==> src/rtl/bscan_pkg.sv <==
package bscan_pkg;

    typedef enum logic [1:0] {
        PIN_CORE  = 2'd0,
        PIN_TEST  = 2'd1,
        PIN_FLOAT = 2'd2
    } pin_mode_e;

    // first cell of bidirectional pin j: enable, data, input follow
    function automatic int io_base(input int n_in, input int j);
        return n_in + 3 * j;
    endfunction

endpackage

==> src/rtl/bscan_shift.sv <==
module bscan_shift #(
    parameter int LEN = 4
) (
    input  logic           tck,
    input  logic           trst_n,
    input  logic           cap_en,
    input  logic           shift_en,
    input  logic           tdi,
    input  logic [LEN-1:0] cap_vec,
    output logic [LEN-1:0] chain_q,
    output logic           tdo
);

    typedef struct packed {
        logic [LEN-1:0] cells;
    } shift_st_t;

    shift_st_t st_d, st_q;

    always_comb begin
        st_d = st_q;
        if (cap_en) begin
            st_d.cells = cap_vec;
        end else if (shift_en) begin
            st_d.cells = {st_q.cells[LEN-2:0], tdi};
        end
    end

    always_ff @(posedge tck or negedge trst_n) begin
        if (!trst_n) begin
            st_q <= '0;
        end else begin
            st_q <= st_d;
        end
    end

    assign chain_q = st_q.cells;
    assign tdo     = st_q.cells[LEN-1];

    AST_SHIFT_ENTRY: assert property (@(posedge tck) disable iff (!trst_n)
        (shift_en && !cap_en) |=> (chain_q[0] == $past(tdi)));
    AST_SHIFT_MOVE: assert property (@(posedge tck) disable iff (!trst_n)
        (shift_en && !cap_en) |=> (chain_q[LEN-1:1] == $past(chain_q[LEN-2:0])));
    AST_SHIFT_HOLD: assert property (@(posedge tck) disable iff (!trst_n)
        (!shift_en && !cap_en) |=> $stable(chain_q));

endmodule

==> src/rtl/bscan_update.sv <==
module bscan_update #(
    parameter int LEN = 4
) (
    input  logic           tck,
    input  logic           trst_n,
    input  logic           upd_en,
    input  logic [LEN-1:0] chain_q,
    output logic [LEN-1:0] upd_q
);

    typedef struct packed {
        logic [LEN-1:0] cells;
    } upd_st_t;

    upd_st_t st_d, st_q;

    always_comb begin
        st_d = st_q;
        if (upd_en) begin
            st_d.cells = chain_q;
        end
    end

    always_ff @(negedge tck or negedge trst_n) begin
        if (!trst_n) begin
            st_q <= '0;
        end else begin
            st_q <= st_d;
        end
    end

    assign upd_q = st_q.cells;

    AST_UPD_HOLD: assert property (@(negedge tck) disable iff (!trst_n)
        !upd_en |=> $stable(upd_q));
    AST_UPD_COPY: assert property (@(negedge tck) disable iff (!trst_n)
        upd_en |=> (upd_q == $past(chain_q)));

endmodule

==> src/rtl/bscan_pinmux.sv <==
module bscan_pinmux
    import bscan_pkg::*;
#(
    parameter int N_IO = 1
) (
    input  pin_mode_e       mode,
    input  logic [N_IO-1:0] core_out,
    input  logic [N_IO-1:0] core_oe,
    input  logic [N_IO-1:0] upd_dat,
    input  logic [N_IO-1:0] upd_ena,
    output logic [N_IO-1:0] pin_out,
    output logic [N_IO-1:0] pin_oe
);

    always_comb begin
        unique case (mode)
            PIN_TEST: begin
                pin_out = upd_dat;
                pin_oe  = upd_ena;
            end
            PIN_FLOAT: begin
                pin_out = core_out;
                pin_oe  = '0;
            end
            default: begin
                pin_out = core_out;
                pin_oe  = core_oe;
            end
        endcase
    end

endmodule

==> src/rtl/bscan_chain.sv <==
module bscan_chain
    import bscan_pkg::*;
#(
    parameter int N_IN = 2,
    parameter int N_IO = 3
) (
    input  logic            tck,
    input  logic            trst_n,
    input  logic            capture_dr,
    input  logic            shift_dr,
    input  logic            update_dr,
    input  logic            tdi,
    input  logic            sel_extest,
    input  logic            sel_sample,
    input  logic            sel_highz,
    input  logic [N_IN-1:0] pin_in,
    input  logic [N_IO-1:0] io_in,
    input  logic [N_IO-1:0] core_out,
    input  logic [N_IO-1:0] core_oe,
    output logic            tdo,
    output logic [N_IO-1:0] pin_out,
    output logic [N_IO-1:0] pin_oe
);

    localparam int LEN = N_IN + 3 * N_IO;

    logic            chain_sel;
    logic [LEN-1:0]  cap_vec;
    logic [LEN-1:0]  chain_q;
    logic [LEN-1:0]  upd_q;
    logic [N_IO-1:0] upd_dat;
    logic [N_IO-1:0] upd_ena;
    pin_mode_e       mode;

    assign chain_sel = (sel_extest || sel_sample) && !sel_highz;

    for (genvar i = 0; i < N_IN; i++) begin : g_in_cell
        assign cap_vec[i] = pin_in[i];
    end

    for (genvar j = 0; j < N_IO; j++) begin : g_io_cell
        localparam int B = io_base(N_IN, j);
        assign cap_vec[B]     = core_oe[j];
        assign cap_vec[B + 1] = core_out[j];
        assign cap_vec[B + 2] = io_in[j];
        assign upd_ena[j]     = upd_q[B];
        assign upd_dat[j]     = upd_q[B + 1];
    end

    always_comb begin
        if (sel_highz) begin
            mode = PIN_FLOAT;
        end else if (sel_extest) begin
            mode = PIN_TEST;
        end else begin
            mode = PIN_CORE;
        end
    end

    bscan_shift #(.LEN(LEN)) u_shift (
        .tck      (tck),
        .trst_n   (trst_n),
        .cap_en   (capture_dr && chain_sel),
        .shift_en (shift_dr && chain_sel),
        .tdi      (tdi),
        .cap_vec  (cap_vec),
        .chain_q  (chain_q),
        .tdo      (tdo)
    );

    bscan_update #(.LEN(LEN)) u_update (
        .tck     (tck),
        .trst_n  (trst_n),
        .upd_en  (update_dr && chain_sel),
        .chain_q (chain_q),
        .upd_q   (upd_q)
    );

    bscan_pinmux #(.N_IO(N_IO)) u_pinmux (
        .mode     (mode),
        .core_out (core_out),
        .core_oe  (core_oe),
        .upd_dat  (upd_dat),
        .upd_ena  (upd_ena),
        .pin_out  (pin_out),
        .pin_oe   (pin_oe)
    );

    AST_RESET_CLEAR: assert property (@(posedge tck)
        !trst_n |-> (tdo == 1'b0));
    AST_FLOAT_ALL: assert property (@(posedge tck) disable iff (!trst_n)
        sel_highz |-> (pin_oe == '0));
    AST_CORE_PASS: assert property (@(posedge tck) disable iff (!trst_n)
        (!sel_extest && !sel_highz) |-> (pin_out == core_out && pin_oe == core_oe));
    AST_TEST_STABLE: assert property (@(posedge tck) disable iff (!trst_n)
        (sel_extest && !sel_highz && !update_dr && $stable(sel_extest) && $stable(sel_highz))
            |-> ($stable(pin_out) && $stable(pin_oe)));

endmodule

==> config.mk <==
export PLATFORM = sky130hd
export DESIGN_NAME = bscan_chain
export DESIGN_NICKNAME = d
export VERILOG_FILES = /design/src/rtl/bscan_pkg.sv /design/src/rtl/bscan_shift.sv /design/src/rtl/bscan_update.sv /design/src/rtl/bscan_pinmux.sv /design/src/rtl/bscan_chain.sv
export SDC_FILE = /design/constraint.sdc
export NUM_CORES = 1
export LEC_CHECK = 0
export ABC_AREA = 1
export BUFFER_PORTS_ARGS = -buffer_cell sky130_fd_sc_hd__buf_2
export CORE_UTILIZATION = 40
export DETAILED_ROUTE_END_ITERATION = 8
export PLACE_DENSITY = 0.77
export SETUP_SLACK_MARGIN = 0.5
export SLEW_MARGIN = 20
export SYNTH_ARGS = -nofsm -noshare
export SYNTH_HDL_FRONTEND = slang
export SYNTH_SLANG_ARGS = --single-unit
==> constraint.sdc <==
create_clock -name tck -period 0.8 [get_ports tck]
set_input_delay 0.08 -clock tck [delete_from_list [all_inputs] [get_ports tck]]
set_output_delay 0.08 -clock tck [all_outputs]
set_load 0.02 [all_outputs]
== Word level (Yosys, flattened, before mapping) ==
Cells that the tools add are included.
Storage, ports and cells
  memories kept: 0
  input port bits: 20
  bits in latches: 0
  bits in writable memories: 0
  word-level logic and storage cells: 17
  output and inout port bits: 7
  bits in read-only memories: 0
  register bits: 21
Operators by class
  add/sub/neg operators: 0
  eq/ne operators: 2
  $mul: 0
  multiplexer cells: 6
  divide/modulo/power cells: 0
  bitwise operators: 0
  shift-type cells: 0
  magnitude comparators: 0
  reductions and logical operators: 7
Operators with widths (number)
  2-to-1 mux 11 bit: 2
  one-hot mux 3 bit (2 select lines): 1
  logical AND 1 bit: 4
  2-to-1 mux 3 bit: 1
  equality test 2 x 1 -> 1 bit (second input constant): 1
  equality test 2 bit (second input constant): 1
  2-to-1 mux 2 bit: 1
  nonzero test 2 bit: 1
  logical NOT 1 bit: 1
  logical OR 1 bit: 1
  2-to-1 mux 1 bit: 1

== Depth between registers and ports, before layout ==
Gate-level depths: netlist (run 1).
  depth after elaboration: 5
  mapped depth: 8
  mapped depth without buffers: 7

== Modules after synthesis ==
From an unflattened synthesis (run 1), not the netlist that was laid out.
Unflattened totals
  cell total of the unflattened synthesis: 140
  area total of the unflattened synthesis: 1099.8 µm²
Modules (own cells, without submodules)
  bscan_shift: area each 533.0 µm², cells each 62, instances 1
  bscan_update: area each 421.7 µm², cells each 47, instances 1
  bscan_pinmux: area each 107.6 µm², cells each 22, instances 1
  bscan_chain: area each 37.5 µm², cells each 9, instances 1

==> results of run 1 <==
[timing repair]
action / 4_1_cts / 5_1_grt
setup buffers: 13 / 7
endpoints found under the hold margin: 17 / 17
resized for setup: 58 / 29
endpoints found under the setup margin: 24 / 24
pin swaps: 18 / 13
[flip-flops by register name, indices dropped and copies added (netlist names)]
name             cells
u_update.upd_q       6
u_shift.chain_q     11
[cell families (layout without fill, tap and decap cells)]
family / count (synthesis) / count (layout) / share of synthesized area [%]
and+or+nand+nor: 75 / 75 / 35.5
AOI/OAI and AO/OA: 12 / 12 / 6.15
DFF: 17 / 17 / 43.6
buffers and inverters: 33 / 93 / 14.7
[cell type report]
cell class | count | area [sq um] | area share [%]
inverter | 26 | 125 | 7.03
tap | 28 | 35.0 | 1.97
timing repair buffer | 63 | 582 | 32.7
multi-input combinational | 87 | 584 | 32.8
sequential | 17 | 427 | 24.0
clock inverter | 1 | 5.00 | 0.281
clock buffer | 3 | 22.5 | 1.26
[report_power, final]
part	internal [uW]	switching [uW]	total [uW]
Clock	187	298	485
Sequential	1070	150	1220
Combinational	885	762	1650
[stage by stage]
| step | power (uW) | setup WS, ns | util [%] |
|---|---|---|---|
| detailed placement | 2030 | -0.427 | 57.9 |
| CTS | 2970 | -0.720 | 71.8 |
| finish | 3350 | -0.757 | 79.0 |
| global route | 3520 | -0.788 | 79.0 |
| global placement | 1990 | -0.405 | 57.9 |
| floorplan | 1670 | -0.337 | - |
[layout by cell type, fill, tap and decap left out, drive strengths merged]
cell type and count:
nand3 16, nand4 11, a21oi 3, nand2 43, nor2 5, buf 63, o21ai 9, dfrtn 6
clkbuf 3, dfrtp 11, inv 26, clkinv 1
[routing by layer]
| layer | up-vias | global-route usage [%] |
|---|---|---|
| met5 | - | 0 |
| met1 | 563 | 28.0 |
| met2 | 65 | 48.5 |
| li1 | 552 | - |
| met4 | 0 | 15.3 |
| met3 | 27 | 4.17 |
[worst max-delay path by stage]
stage,to,cells after the start,start
finish,pin_oe[0],3,u_update.upd_q[2]$_DFFE_NN0P_
detailed placement,u_update.upd_q[9]$_DFFE_NN0P_,6,sel_extest
global route,pin_oe[0],3,u_update.upd_q[2]$_DFFE_NN0P_
floorplan,pin_out[0],2,u_update.upd_q[3]$_DFFE_NN0P_
global placement,pin_oe[0],3,u_update.upd_q[2]$_DFFE_NN0P_
CTS,pin_out[2],3,u_update.upd_q[9]$_DFFE_NN0P_
[critical path, delay by kind of cell, from the launching register on]
family                 cells  cell delay, ns
AO/OA/AOI/OAI              1            0.08
buffers and inverters      1            0.14
flip-flops                 1            0.47
AND/OR/NAND/NOR            1            0.09
==> run_results.csv, run 1 <==
group,metric,value,unit
pwr,peakVddDrop,1.23,mV
logic_synthesis,ys_types,17,
routing,antenna_left,0,
cts,cts_tree,"yes",
routing,wl_per_cell,16.3,um
setup_path,critPathLaunchType,"register",
global_routing,antenna_found_initial,0,
global_routing,grt_pass1_vias,1102,
floorplan,dieArea,2640,sq um
routing,highest_layer,"met4",
run_status,failed_checks,"hold timing, setup timing",
setup_path,crit_path_end_kind,"output port",
setup_path,worstReg2RegEnd,"u_update.upd_q[5]$_DFFE_NN0P_",
finish,final_area,1780,sq um
floorplan,fp.dieH,51.4,um
hold_path,hold_path.class,"in -> async",
cts,cts.sinks,17,
sta,setup_violations,20,
logic_synthesis,synth_area_leaders,"dfrtp_1 28%, nand2_1 16%, dfrtn_1 15%",
floorplan,fp.dieW,51.4,um
global_routing,grt_max_degree,13,
job,maxCapViolCount,0,
logic_synthesis,synth-main-ff-cell,"dfrtp_1",
floorplan,boundaryPins,27,
cts,root_buffer,"clkbuf_4",
finish,drive_gt1_share,59.4,%
setup_path,crit_slowest_cell,"dfrtn_1",
logic_synthesis,synth_area,976,sq um
routing,drc,0,
cts,numCtsBuffers,3,
routing,wl_met2,1870,um
logic_synthesis,synth_top_cell_by_area,"dfrtp_1",
routing,drt_iter0_drc,39,
logic_synthesis,syn_nets,157,
sta,hold_viol,17,
placed_design,gp_congestion,0.899,
setup_path,reg2reg_slack,-0.32,ns
sta,layout_setup_ws,-0.757,ns
cts,clockBufferDepth,2,
logic_synthesis,yosys.area.top_type_share,28.2,%
routing,wl_met3,197,um
logic_synthesis,syn_avg_cell_area,7.12,sq um
logic_synthesis,ys_ff_latch,17,
logic_synthesis,synth_edf_count,0,
placed_design,dpl.hpwl,1910,um
finish,area_growth,82.4,%
cts,clk_latency,0.30,ns
logic_synthesis,synthCells,137,
routing,viasPerCell,5.36,
sta,skew,0.00264,ns
logic_synthesis,synth_common_cells,"41 x nand2_1, 23 x inv_1, 16 x nand3_1",
global_routing,grt_pass1_wl,4910,um
sta,slew_violations,0,
pwr,leakage,0.000935,uW
cts,htree_levels,1,
setup_path,cp.required,0.72,ns
sta,tns,-7.06,ns
setup_path,worst_ep_arrival_time,1.48,ns
setup_path,path_max_fanout,2,
routing,drt-total-wl,3680,um
cts,path_clk_slew,0.10,ns
setup_path,r2r_cells,2,
finish,fin_cells,225,
placed_design,port_buffers,26,
floorplan,core,2250,sq um
sta,rsz0062_at_grt,"yes",
setup_path,crit_path_cell_trace,"nand3_2 -> o21ai_2 -> buf_6",
logic_synthesis,ys_seq_area_share,43.6,%
sta,holdWs,-0.366,ns
run_status,outcome,"complete, but fails checks",
placed_design,place_area,1310,sq um
setup_path,path_class,"reg -> out",
logic_synthesis,yosysMostFrequentCell,"nand2_1",
sta,slew_headroom,75.8,%
finish,fillers,152,
floorplan,num_rows,17,
setup_path,cpPeakStageDelay,0.47,ns
routing,vias,1207,
placed_design,place_inst,201,
finish,final_nets,218,
pwr,pwr_density_cell,1880,nW/um^2
global_routing,overflow,0,
routing,met1_length,1360,um
setup_path,r2r-start,"u_shift.chain_q[5]$_DFFE_PN0P_",
logic_synthesis,ys_warn_count,0,
sta,worstMarginPinSlew,0.362,ns
logic_synthesis,async_flop_share,100,%
routing,drt_pass1_iterations,4,
finish,insertedDiodeCount,0,
global_routing,grt_usage,26.4,%
floorplan,start_util,43.3,%
No activity file was read; power rests on OpenSTA's default activity.
==> run 2, diff against run 1 <==
Settings changed: GPL_TIMING_DRIVEN set to 0.
==> run_results.csv, run 2 (synthesis gave the netlist of run 1 again) <==
group,metric,value,unit
floorplan,fp.dieW,51.4,um
sta,setup_violations,18,
pwr,total_power,3220,uW
pwr,peakVddDrop,1.32,mV
placed_design,dpl.hpwl,1730,um
setup_path,path_max_fanout,2,
pwr,leakage,0.000905,uW
floorplan,dieArea,2640,sq um
setup_path,crit_slowest_cell,"dfrtn_1",
floorplan,num_rows,17,
finish,final_nets,215,
floorplan,core,2250,sq um
setup_path,cpPeakStageDelay,0.45,ns
global_routing,grt_usage,23.5,%
global_routing,antenna_found_initial,0,
cts,path_clk_slew,0.11,ns
cts,clk_latency,0.30,ns
floorplan,start_util,43.3,%
setup_path,cp.required,0.72,ns
finish,final_common_cell,"nand2_1",
sta,holdWs,-0.380,ns
finish,largest_reg_flops,11,
routing,drt_pass1_iterations,6,
placed_design,port_buffers,26,
cts,root_buffer,"clkbuf_4",
global_routing,grt_pass1_vias,1042,
floorplan,fp.dieH,51.4,um
sta,slew_violations,0,
floorplan,boundaryPins,27,
cts,clockBufferDepth,2,
cts,cts.sinks,17,
cts,cts_tree,"yes",
setup_path,worst_ep_arrival_time,1.47,ns
finish,area_growth,75.8,%
sta,skew,0.00730,ns
setup_path,crit_path_cell_trace,"nor2_2 -> a21oi_2 -> buf_6",
sta,tns,-6.86,ns
job,maxCapViolCount,0,
finish,insertedDiodeCount,0,
finish,final_cell_mix,"30 x nand2_1, 22 x buf_6, 17 x buf_2",
routing,viasPerCell,5.34,
run_status,failed_checks,"hold timing, setup timing",
global_routing,grt_pass1_wl,4530,um
finish,drive_gt1_share,57.7,%
sta,slew_headroom,78.6,%
routing,drt-total-wl,3480,um
hold_path,hold_path.class,"in -> async",
global_routing,grt_max_degree,18,
sta,rsz0062_at_grt,"yes",
routing,drc,0,
routing,wl_per_cell,15.7,um
setup_path,path_class,"reg -> out",
run_status,outcome,"complete, but fails checks",
sta,layout_setup_ws,-0.748,ns
sta,hold_viol,17,
cts,htree_levels,1,
routing,vias,1185,
routing,antenna_left,0,
cts,numCtsBuffers,3,
pwr,pwr_density_cell,1870,nW/um^2
placed_design,gp_congestion,0.822,
setup_path,critPathLaunchType,"register",
routing,drt_iter0_drc,31,
global_routing,overflow,0,
setup_path,crit_path_end_kind,"output port",
sta,worstMarginPinSlew,0.320,ns
## run 2: layer usage
metal | part of all wire, % | GRT usage (%) | up-vias
li1 | - | - | 547
met1 | 39 | 28.3 | 567
met2 | 50 | 42.0 | 59
met3 | 7.5 | 5.65 | 12
met4 | 3.5 | 4.50 | 0
met5 | 0 | 0 | -
## run 2: worst paths after layout
check                                          startpoint                              to  slack (ns)  cells past startpoint
max                         u_update.upd_q[6]$_DFFE_NN0P_                      pin_out[1]       -0.75                      3
min                                                trst_n  u_shift.chain_q[9]$_DFFE_PN0P_       -0.38                      1
max reg2reg                u_shift.chain_q[8]$_DFFE_PN0P_   u_update.upd_q[8]$_DFFE_NN0P_       -0.32                      2
min reg2reg                 u_update.upd_q[8]$_DFFE_NN0P_   u_update.upd_q[8]$_DFFE_NN0P_        0.49                      2
max in group asynchronous                          trst_n   u_update.upd_q[3]$_DFFE_NN0P_        0.66                      1
min in group tck                                      tdi  u_shift.chain_q[0]$_DFFE_PN0P_        0.09                      5
## run 2: cell type report
| cell class | instances | area, sq um |
|---|---|---|
| multi-input combinational | 87 | 573 |
| inverter | 26 | 120 |
| buffer | 7 | 72.6 |
| clock inverter | 1 | 5.00 |
| tap | 28 | 35.0 |
| sequential | 17 | 427 |
| fill | 168 | 539 |
| clock buffer | 3 | 22.5 |
| timing repair buffer | 53 | 460 |
## run 2: worst max-delay path, delay by kind of cell (launching register included)
family | cells | cell delay, ns
DFF | 1 | 0.45
buffers and inverters | 1 | 0.13
AOI/OAI and AO/OA | 1 | 0.13
and+or+nand+nor | 1 | 0.05
## run 2: where the power goes
group	internal [uW]	total (uW)	leakage, uW	switching [uW]
sequential	1070	1210	0.000215	145
combinational	809	1510	0.000672	701
clock	187	494	0.0000177	308
total	2060	3220	0.000905	1150
## run 2: stage by stage
| step | instances | util [%] | area (sq um) | setup WS (ns) |
|---|---|---|---|---|
| after floorplan | 137 | - | 1060 | -0.337 |
| after global placement | 191 | 54.2 | 1220 | -0.511 |
| after detailed placement | 191 | 54.2 | 1220 | -0.523 |
| after CTS | 207 | 64.7 | 1460 | -0.729 |
| after global routing | 222 | 76.1 | 1720 | -0.771 |
| final | 222 | 76.1 | 1720 | -0.748 |
## run 2: timing repair
action / CTS / global route
setup buffers: 12 / 13
resized for setup: 38 / 37
endpoints found under the setup margin: 30 / 24
cloned: 0 / 2
pin swaps: 12 / 17
endpoints found under the hold margin: 17 / 17
